[src/rtl/parcel_asm_pkg.sv]
package parcel_asm_pkg;
   localparam int PARCEL_W   = 16;
   localparam int CNT_W      = 4;    // holds up to 11 parcels
   localparam int LEN_W      = 8;    // length in bits, up to 176
   localparam int MAX_LEN_HI = 176;

   typedef struct packed {
      logic [CNT_W-1:0] parcels;
      logic             reserved;
      logic             illegal;
   } len_code_t;
endpackage

[src/rtl/parcel_asm_len_decode.sv]
module parcel_asm_len_decode
   import parcel_asm_pkg::*;
#(
   parameter int MAX_PARCELS = 6,
   parameter bit COMPRESSED  = 1'b1
) (
   input  logic [PARCEL_W-1:0] parcel,
   output len_code_t           code
);
   localparam logic [CNT_W-1:0] MAXP = CNT_W'(MAX_PARCELS);

   logic [CNT_W-1:0] short_n;
   logic             short_bad;

   generate
      if (COMPRESSED) begin : g_short16
         assign short_n   = CNT_W'(1);
         assign short_bad = (parcel == '0);
      end else begin : g_short32
         assign short_n   = CNT_W'(2);
         assign short_bad = 1'b1;
      end
   endgenerate

   logic [CNT_W-1:0] raw_n;
   logic             rsv;

   always_comb begin
      rsv = 1'b0;
      if (parcel[1:0] != 2'b11)
         raw_n = short_n;
      else if (parcel[4:2] != 3'b111)
         raw_n = CNT_W'(2);
      else if (!parcel[5])
         raw_n = CNT_W'(3);
      else if (!parcel[6])
         raw_n = CNT_W'(4);
      else if (parcel[14:12] != 3'b111)
         raw_n = CNT_W'(5) + {1'b0, parcel[14:12]};
      else begin
         raw_n = MAXP;
         rsv   = 1'b1;
      end
   end

   always_comb begin
      code.reserved = rsv;
      if (raw_n > MAXP) begin
         code.parcels = MAXP;
         code.illegal = 1'b1;
      end else begin
         code.parcels = raw_n;
         code.illegal = (parcel[1:0] != 2'b11) && short_bad;
      end
   end
endmodule

[src/rtl/parcel_asm_gather.sv]
module parcel_asm_gather
   import parcel_asm_pkg::*;
#(
   parameter int MAX_PARCELS = 6
) (
   input  logic                            clk,
   input  logic                            rst_n,
   input  logic                            clear,
   input  logic                            take,
   input  logic [PARCEL_W-1:0]             parcel,
   input  logic [CNT_W-1:0]                need_first,
   output logic                            first,
   output logic [CNT_W-1:0]                need_cur,
   output logic                            done,
   output logic [MAX_PARCELS*PARCEL_W-1:0] word_next
);
   localparam int W = MAX_PARCELS * PARCEL_W;

   logic [CNT_W-1:0] idx_q;
   logic [CNT_W-1:0] need_q;
   logic [W-1:0]     acc_q;

   assign first    = (idx_q == '0);
   assign need_cur = first ? need_first : need_q;
   assign done     = take && ((idx_q + CNT_W'(1)) == need_cur);

   generate
      for (genvar g = 0; g < MAX_PARCELS; g++) begin : g_slot
         assign word_next[g*PARCEL_W +: PARCEL_W] =
            (take && idx_q == CNT_W'(g)) ? parcel :
            first                        ? '0     :
                                           acc_q[g*PARCEL_W +: PARCEL_W];
      end
   endgenerate

   always_ff @(posedge clk) begin
      if (!rst_n) begin
         idx_q  <= '0;
         need_q <= '0;
         acc_q  <= '0;
      end else if (clear) begin
         idx_q <= '0;
      end else if (take) begin
         acc_q <= word_next;
         if (first) need_q <= need_first;
         if (done) idx_q <= '0;
         else      idx_q <= idx_q + CNT_W'(1);
      end
   end
endmodule

[src/rtl/parcel_asm_addr_ctr.sv]
module parcel_asm_addr_ctr #(
   parameter int AW = 32
) (
   input  logic          clk,
   input  logic          rst_n,
   input  logic          load,
   input  logic [AW-1:0] load_addr,
   input  logic          step,
   output logic [AW-1:0] pc
);
   always_ff @(posedge clk) begin
      if (!rst_n)    pc <= '0;
      else if (load) pc <= load_addr;
      else if (step) pc <= pc + AW'(2);
   end
endmodule

[src/rtl/parcel_asm.sv]
module parcel_asm
   import parcel_asm_pkg::*;
#(
   parameter int AW         = 32,
   parameter int MAX_LEN    = 96,
   parameter bit COMPRESSED = 1'b1
) (
   input  logic               clk,
   input  logic               rst_n,
   input  logic               flush,
   input  logic [AW-1:0]      flush_addr,
   input  logic               in_valid,
   input  logic [PARCEL_W-1:0] in_parcel,
   output logic               in_ready,
   output logic               out_valid,
   input  logic               out_ready,
   output logic [MAX_LEN-1:0] out_insn,
   output logic [LEN_W-1:0]   out_len,
   output logic [AW-1:0]      out_addr,
   output logic               out_illegal,
   output logic               out_reserved,
   output logic               out_misalign
);
   localparam int MAXP = MAX_LEN / PARCEL_W;

   generate
      if (MAX_LEN % PARCEL_W != 0 || MAX_LEN < 32 || MAX_LEN > MAX_LEN_HI) begin : g_bad_len
         $error("parcel_asm: MAX_LEN must be a multiple of 16 in 32..176");
      end
      if (AW < 2) begin : g_bad_aw
         $error("parcel_asm: AW must be at least 2");
      end
   endgenerate

   logic                 take;
   logic                 first;
   logic                 done;
   logic [CNT_W-1:0]     need_cur;
   logic [MAX_LEN-1:0]   word_next;
   logic [AW-1:0]        pc;
   len_code_t            code;

   assign in_ready = !flush && (!out_valid || out_ready);
   assign take     = in_valid && in_ready;

   parcel_asm_len_decode #(.MAX_PARCELS(MAXP), .COMPRESSED(COMPRESSED)) u_dec (
      .parcel (in_parcel),
      .code   (code)
   );

   parcel_asm_gather #(.MAX_PARCELS(MAXP)) u_gather (
      .clk        (clk),
      .rst_n      (rst_n),
      .clear      (flush),
      .take       (take),
      .parcel     (in_parcel),
      .need_first (code.parcels),
      .first      (first),
      .need_cur   (need_cur),
      .done       (done),
      .word_next  (word_next)
   );

   parcel_asm_addr_ctr #(.AW(AW)) u_pc (
      .clk       (clk),
      .rst_n     (rst_n),
      .load      (flush),
      .load_addr (flush_addr),
      .step      (take),
      .pc        (pc)
   );

   // per-instruction attributes taken from the first parcel
   logic [AW-1:0] start_q;
   logic          rsv_q, bad_q;
   logic [AW-1:0] start_cur;
   logic          rsv_cur, bad_cur, mis_cur;

   assign start_cur = first ? pc : start_q;
   assign rsv_cur   = first ? code.reserved : rsv_q;
   assign bad_cur   = first ? code.illegal  : bad_q;

   generate
      if (COMPRESSED) begin : g_align16
         assign mis_cur = start_cur[0];
      end else begin : g_align32
         assign mis_cur = |start_cur[1:0];
      end
   endgenerate

   always_ff @(posedge clk) begin
      if (!rst_n) begin
         start_q <= '0;
         rsv_q   <= 1'b0;
         bad_q   <= 1'b0;
      end else if (take && first) begin
         start_q <= pc;
         rsv_q   <= code.reserved;
         bad_q   <= code.illegal;
      end
   end

   always_ff @(posedge clk) begin
      if (!rst_n) begin
         out_valid    <= 1'b0;
         out_insn     <= '0;
         out_len      <= '0;
         out_addr     <= '0;
         out_illegal  <= 1'b0;
         out_reserved <= 1'b0;
         out_misalign <= 1'b0;
      end else if (done) begin
         out_valid    <= 1'b1;
         out_insn     <= word_next;
         out_len      <= {need_cur, 4'b0000};
         out_addr     <= start_cur;
         out_reserved <= rsv_cur;
         out_illegal  <= bad_cur || (rsv_cur && (&word_next));
         out_misalign <= mis_cur;
      end else if (out_ready) begin
         out_valid <= 1'b0;
      end
   end
endmodule

[config.mk]
export PLATFORM = sky130hd
export DESIGN_NAME = parcel_asm
export DESIGN_NICKNAME = d
export VERILOG_FILES = /design/src/rtl/parcel_asm_pkg.sv /design/src/rtl/parcel_asm_len_decode.sv /design/src/rtl/parcel_asm_gather.sv /design/src/rtl/parcel_asm_addr_ctr.sv /design/src/rtl/parcel_asm.sv
export SDC_FILE = /design/constraint.sdc
export NUM_CORES = 1
export LEC_CHECK = 0
export CORE_ASPECT_RATIO = 0.9
export CORE_MARGIN = 2
export CORE_UTILIZATION = 32
export DETAILED_ROUTE_END_ITERATION = 6
export PLACE_DENSITY = 0.58
export SYNTH_ARGS = -nofsm -noshare
export SYNTH_HDL_FRONTEND = slang
export SYNTH_HIERARCHICAL = 1
export SYNTH_SLANG_ARGS = --single-unit
[constraint.sdc]
create_clock -name clk -period 3.85 [get_ports clk]
set_input_delay 0.5775 -clock clk [delete_from_list [all_inputs] [get_ports clk]]
set_output_delay 0.5775 -clock clk [all_outputs]
set_load 0.1 [all_outputs]
==> results of run 1 <==
## where the power goes
part,internal (mW),total [mW],switching (mW),leakage (nW)
Combinational,0.299,0.815,0.516,4.26
Sequential,3.23,3.31,0.0791,2.47
Clock,2.06,3.43,1.37,0.568
## cells in the mapped netlist (all sizes together) (8+ instances only)
master / n
a22oi: 48
o21ai: 82
nor4: 15
dfxtp: 305
a21boi: 17
nand2: 248
nand3: 81
mux2i: 177
and2: 12
nand4: 44
ha: 8
inv: 10
o211a: 68
xor2: 10
a21oi: 12
nor2b: 188
clkbuf: 97
buf: 52
nor2: 18
and3: 11
a22o: 16
## worst min-delay path: cells and delay by family, from the launching register on
family	cells	cell delay (ns)
AO/OA/AOI/OAI	1	0.06
flip-flops	1	0.31
AND/OR/NAND/NOR	1	0.05
## layer usage
| metal | vias to the layer above | wire length, µm | global-route usage |
|---|---|---|---|
| met5 | - | 0 | 0 |
| met4 | 0 | 1060 | 0.0556 |
| met3 | 68 | 2590 | 0.0356 |
| met2 | 352 | 19100 | 0.278 |
| met1 | 5855 | 21300 | 0.263 |
| li1 | 6027 | - | - |
## worst max-delay path by stage
stage | cells after the start | end | start | slack [ns]
5_1_grt | 11 | out_illegal | u_gather/idx_q[0] | 0.19
2_1_floorplan | 12 | out_illegal | out_valid | 0.27
3_3_place_gp | 14 | out_illegal | out_ready | -0.09
6_report | 11 | out_illegal | u_gather/idx_q[0] | 0.32
4_1_cts | 11 | out_illegal | u_gather/idx_q[0] | 0.37
3_5_place_dp | 14 | out_illegal | out_ready | -0.06
## sequential cells by signal, indices dropped and copies added (netlist names), 4 cells and up
signal	flops
out_insn	96
out_len	4
u_gather/acc_q	96
start_q	32
u_pc/pc	32
u_gather/idx_q	4
u_gather/need_q	4
out_addr	32
## layout make-up
cell class                      count  share of cell area
Clock inverter                     12             0.00963
Inverter                           11             0.00224
Multi-Input combinational cell   1149               0.413
Clock buffer                       47              0.0532
Sequential cell                   305               0.331
Timing Repair Buffer              289               0.151
Tap cell                          600              0.0407
## stage by stage
step / cell area, µm² / setup TNS [ns] / util / total power, mW
6_report: 18400 / 0 / 0.416 / 7.55
5_1_grt: 18400 / 0 / 0.416 / 7.83
4_1_cts: 18400 / 0 / 0.416 / 7.64
3_5_place_dp: 17300 / -0.0590 / 0.389 / 4.20
3_3_place_gp: 17300 / -0.0858 / 0.389 / 4.19
2_1_floorplan: 14500 / 0 / - / 3.93
## logic make-up (layout without fill, tap and decap cells)
family | after synthesis | count (layout)
compound gates | 277 | 277
xor+xnor | 16 | 16
fa+ha+maj | 8 | 8
buf+inv | 160 | 359
flops | 305 | 305
mux | 177 | 177
other cells | 2 | 5
simple gates | 666 | 666
==> run_results.csv, run 1 <==
group,metric,value,unit
worst_hold_path,holdPathStages,2,
floorplan,num_rows,73,
route,drc,0,
clock_network,ctsHoldBuffers,0,
synth,synthMuxAreaShare,0.124,
critical_path,critPathArrivalTime,3.99,ns
global_route,grt_pass1_vias,11600,
synth,synth_top_area_cell,"dfxtp_1",
synth,synth_adder_area_share,0.00693,
final_layout,finish.net_count,1852,
clock_network,post_cts.repair.setup_buffers,0,
route,antenna_left,0,
synth,synth_top_area_frac,0.423,
critical_path,cpLargestDelayFamily,"simple AND/OR/NAND/NOR gates",
route,detailedRoute.firstIterationViolations,1052,
critical_path,reg2reg_depth,11,
final_layout,final_cell_count_no_fill,2413,
final_layout,synthToLayoutAreaGrowth,27.7,%
clock_network,root_buffer,"clkbuf_16",
worst_hold_path,min_to,"u_gather/acc_q[7]",
timing,maxSlewHeadroom,0.155,
critical_path,r2r_end,"out_illegal",
floorplan,start_util,0.325,
timing,hold_violations,0,
clock_network,cts_tree,"built",
floorplan,die_w,228,µm
clock_network,cts_buffers,35,
timing,min_period,3.53,ns
placement,gp_congestion,0.814,
power_and_ir_drop,p_leak,7.30,nW
power_and_ir_drop,power.density,409,mW/mm²
timing,tightest_slew,1.26,ns
synth,ys_seq_elements,305,
clock_network,clock_latency,0.56,ns
critical_path,reg2reg_from,"u_gather/idx_q[0]",
final_layout,antennaDiodeCount,0,
placement,dp_cells,2354,
critical_path,critPathMaxFanout,48,
global_route,antenna_found_initial,0,
timing,rsz0062_at_grt,"no",
final_layout,final_cell_mix,"305 x dfxtp_1, 248 x nand2_1, 187 x clkdlybuf4s50_1",
clock_network,cts_buffer_depth,3,
timing,finClkSkew,0.0268,ns
synth,ys_top_cells_by_area,"dfxtp_1 42%, mux2i_1 12%, nor2b_1 8.1%",
final_layout,drive_gt1_frac,0.0932,
synth,synth_top_family_by_area,"simple AND/OR/NAND/NOR gates",
final_layout,fillCellCount,4385,
critical_path,critPathBufInv,3,
timing,drv_slew,0,
critical_path,reg2reg_setup_slack,0.32,ns
global_route,grt_max_degree,216,
run_status,status,"finished, final reports clean",
worst_hold_path,min_path_type,"flop to flop",
synth,synth_xor_xnor_area_share,0.00970,
worst_hold_path,hp-start,"u_gather/acc_q[7]",
timing,finalCritPeriodShare,0.917,
route,via_count,12300,
critical_path,worst_path_largest_cell_delay,0.59,ns
placement,hpwl,29700,µm
power_and_ir_drop,peakVddDrop,221,µV
synth,synth.distinct_cells,67,
clock_network,clk_pin_slew,0.06,ns
global_route,track_usage,0.184,
critical_path,critPathKind,"flop to flop",
route,routed_wl,44100,µm
route,avgViaCountPerCell,5.10,
placement,dp_worst_setup_slack,-0.0590,ns
floorplan,dieArea,0.0469,mm²
synth,synthFlopType,"dfxtp_1",
synth,synth-edff-count,0,
timing,fin_hold_ws,0.468,ns
route,post_drt_wl_per_cell,18.3,µm
final_layout,final_common_cell,"dfxtp_1",
clock_network,htreeDepth,2,
synth,netlist_instances,1611,
synth,syn_area,0.0144,mm²
timing,setup_viol,0,
critical_path,crit_path_start_kind,"flop",
floorplan,core,0.0444,mm²
synth,async_reset_ff_frac,0,
global_route,overflow,0,
critical_path,cp_data_required_time,4.31,ns
clock_network,ctsResizeCount,0,
final_layout,multiInputGateArea,0.00761,mm²
route,first_pass_iters,5,
timing,fin_ws,0.321,ns
critical_path,critical_path.cell_chain,"inv_1, ha_1, or3b_4, buf_4, nand2_1, o21ai_0, nand4_1, nor4_1, buf_4, nand3_1, o21ai_1",
critical_path,worstSetupEndpointType,"flop",
critical_path,cp_common_cell,"buf_4",
final_layout,ff_latch_area,0.00611,mm²
clock_network,cts.sinks,305,
global_route,grt_pass1_wl,68300,µm
synth,syn_area_per_cell,8.97,µm²
critical_path,critical_path.slowest_cell,"nor4_1",
job,maxCapViolations,0,
timing,clock.fmax,283,MHz
floorplan,die_y,206,µm
synth,synth_compound_area_frac,0.142,
synth,yosysWarnings,6,
synth,ys_seq_area_frac,0.423,
placement,io_buffers,189,
synth,yosys.area_share.simple,0.242,
floorplan,pin_count,194,
No activity file was read; power rests on OpenSTA's default activity.
==> run 2, diff against run 1 <==
Settings changed: REMOVE_ABC_BUFFERS set to 1.
==> run_results.csv, run 2 (synthesis results as in run 1) <==
group,metric,value,unit
run_status,status,"finished, final reports clean",
power_and_ir_drop,total_power,7.51,mW
job,maxCapViolations,0,
floorplan,core,0.0444,mm²
floorplan,pin_count,194,
final_layout,finish.net_count,1820,
route,via_count,12200,
critical_path,critical_path.slowest_cell,"clkdlybuf4s50_1",
clock_network,post_cts.repair.setup_buffers,0,
route,post_drt_wl_per_cell,17.9,µm
clock_network,clock_latency,0.55,ns
critical_path,worst_path_largest_cell_delay,0.61,ns
placement,gp_congestion,0.805,
final_layout,final_common_cell,"dfxtp_1",
floorplan,start_util,0.325,
timing,rsz0062_at_grt,"no",
power_and_ir_drop,p_leak,7.13,nW
global_route,grt_pass1_vias,11500,
worst_hold_path,holdPathStages,2,
final_layout,final_cell_mix,"305 x dfxtp_1, 248 x nand2_1, 187 x clkdlybuf4s50_1",
placement,hpwl,29200,µm
clock_network,clk_pin_slew,0.06,ns
critical_path,r2r_end,"out_insn[70]",
floorplan,num_rows,73,
worst_hold_path,min_to,"u_gather/acc_q[13]",
timing,setup_viol,0,
clock_network,ctsHoldBuffers,0,
clock_network,htreeDepth,2,
clock_network,ctsResizeCount,0,
timing,hold_violations,0,
timing,finalCritPeriodShare,0.916,
clock_network,cts.sinks,305,
critical_path,reg2reg_setup_slack,0.51,ns
timing,min_period,3.53,ns
timing,finClkSkew,0.0314,ns
floorplan,dieArea,0.0469,mm²
critical_path,worstSetupEndpointType,"flop",
route,antenna_left,0,
critical_path,critPathKind,"primary input to flop",
placement,io_buffers,189,
final_layout,top_regs,"out_insn: 96 flops, u_gather/acc_q: 96 flops",
global_route,track_usage,0.178,
timing,maxSlewHeadroom,0.153,
global_route,grt_pass1_wl,66300,µm
final_layout,fillCellCount,4356,
critical_path,critPathMaxFanout,78,
final_layout,synthToLayoutAreaGrowth,25.9,%
clock_network,cts_buffer_depth,3,
final_layout,drive_gt1_frac,0.0779,
floorplan,die_w,228,µm
floorplan,die_y,206,µm
critical_path,crit_path_start_kind,"primary input",
global_route,overflow,0,
clock_network,cts_tree,"built",
route,avgViaCountPerCell,5.13,
timing,tightest_slew,1.26,ns
power_and_ir_drop,power.density,413,mW/mm²
worst_hold_path,hp-start,"u_gather/acc_q[13]",
power_and_ir_drop,peakVddDrop,255,µV
route,detailedRoute.firstIterationViolations,967,
route,routed_wl,42700,µm
final_layout,antennaDiodeCount,0,
critical_path,cp_common_cell,"mux2i_1",
clock_network,root_buffer,"clkbuf_16",
route,drc,0,
global_route,antenna_found_initial,0,
timing,fin_hold_ws,0.464,ns
critical_path,cp_data_required_time,4.26,ns
critical_path,reg2reg_from,"u_gather/idx_q[0]",
clock_network,cts_buffers,36,
timing,drv_slew,0,
route,first_pass_iters,5,
timing,clock.fmax,284,MHz
global_route,grt_max_degree,140,
worst_hold_path,min_path_type,"flop to flop",
critical_path,critical_path.cell_chain,"clkdlybuf4s50_1, buf_4, mux2i_1, o21a_1, nor4bb_1, a311oi_1, xnor2_1, nor4_2, and2_4, buf_12, mux2i_1, nor2b_1",
critical_path,reg2reg_depth,10,
final_layout,utilization,0.410,
critical_path,critPathArrivalTime,3.93,ns
==> run 2: through the flow <==
| stage | setup slack, ns | area (µm²) | instances | TNS (ns) |
|---|---|---|---|---|
| after global placement | -0.0665 | 17000 | 2321 | -4.01 |
| after global routing | 0.133 | 18200 | 2385 | 0 |
| after detailed placement | -0.149 | 17000 | 2321 | -12.09 |
| after floorplan | -4.54 | 13700 | 1465 | -866.22 |
| after CTS | 0.379 | 18200 | 2385 | 0 |
| final | 0.324 | 18200 | 2385 | 0 |
==> run 2: area by class of cell <==
class / instances / area (µm²) / share of cell area
clock buffer: 55 / 1090 / 0.0601
clock inverter: 9 / 81.3 / 0.00447
inverter: 11 / 41.3 / 0.00227
multi-input combinational: 1149 / 7600 / 0.418
sequential: 305 / 6110 / 0.336
tap: 600 / 751 / 0.0413
timing repair buffer: 256 / 2520 / 0.138
==> run 2: power breakdown <==
group          switching (mW)  total, mW  internal (mW)
clock network            1.38       3.40           2.03
logic                   0.513      0.806          0.294
registers              0.0718       3.31           3.23
==> run 2: layer usage <==
| metal | vias to the layer above | share of wire | wire [µm] | global-route usage |
|---|---|---|---|---|
| li1 | 5965 | - | - | - |
| met1 | 5896 | 0.47 | 20200 | 0.245 |
| met2 | 321 | 0.45 | 19200 | 0.283 |
| met3 | 60 | 0.053 | 2260 | 0.0287 |
| met4 | 0 | 0.023 | 989 | 0.0570 |
| met5 | - | 0 | 0 | 0 |
==> run 2: how the worst max path moves through the flow <==
stage          cells after the start     startpoint      endpoint  slack (ns)
4_1_cts                           12  in_parcel[14]  out_addr[28]        0.38
3_3_place_gp                      12  in_parcel[14]  out_addr[28]       -0.07
3_5_place_dp                      12  in_parcel[14]  out_insn[23]       -0.15
5_1_grt                           12  in_parcel[14]  out_insn[60]        0.13
6_report                          12  in_parcel[14]  out_insn[70]        0.32
2_1_floorplan                      8      out_valid   out_illegal       -4.54
==> run 2: worst max-delay path: cells and delay by family <==
kind / cells / cell delay [ns]
xor+xnor: 1 / 0.17
compound gates: 2 / 0.36
simple gates: 4 / 1.02
buf+inv: 3 / 1.09
mux: 2 / 0.62
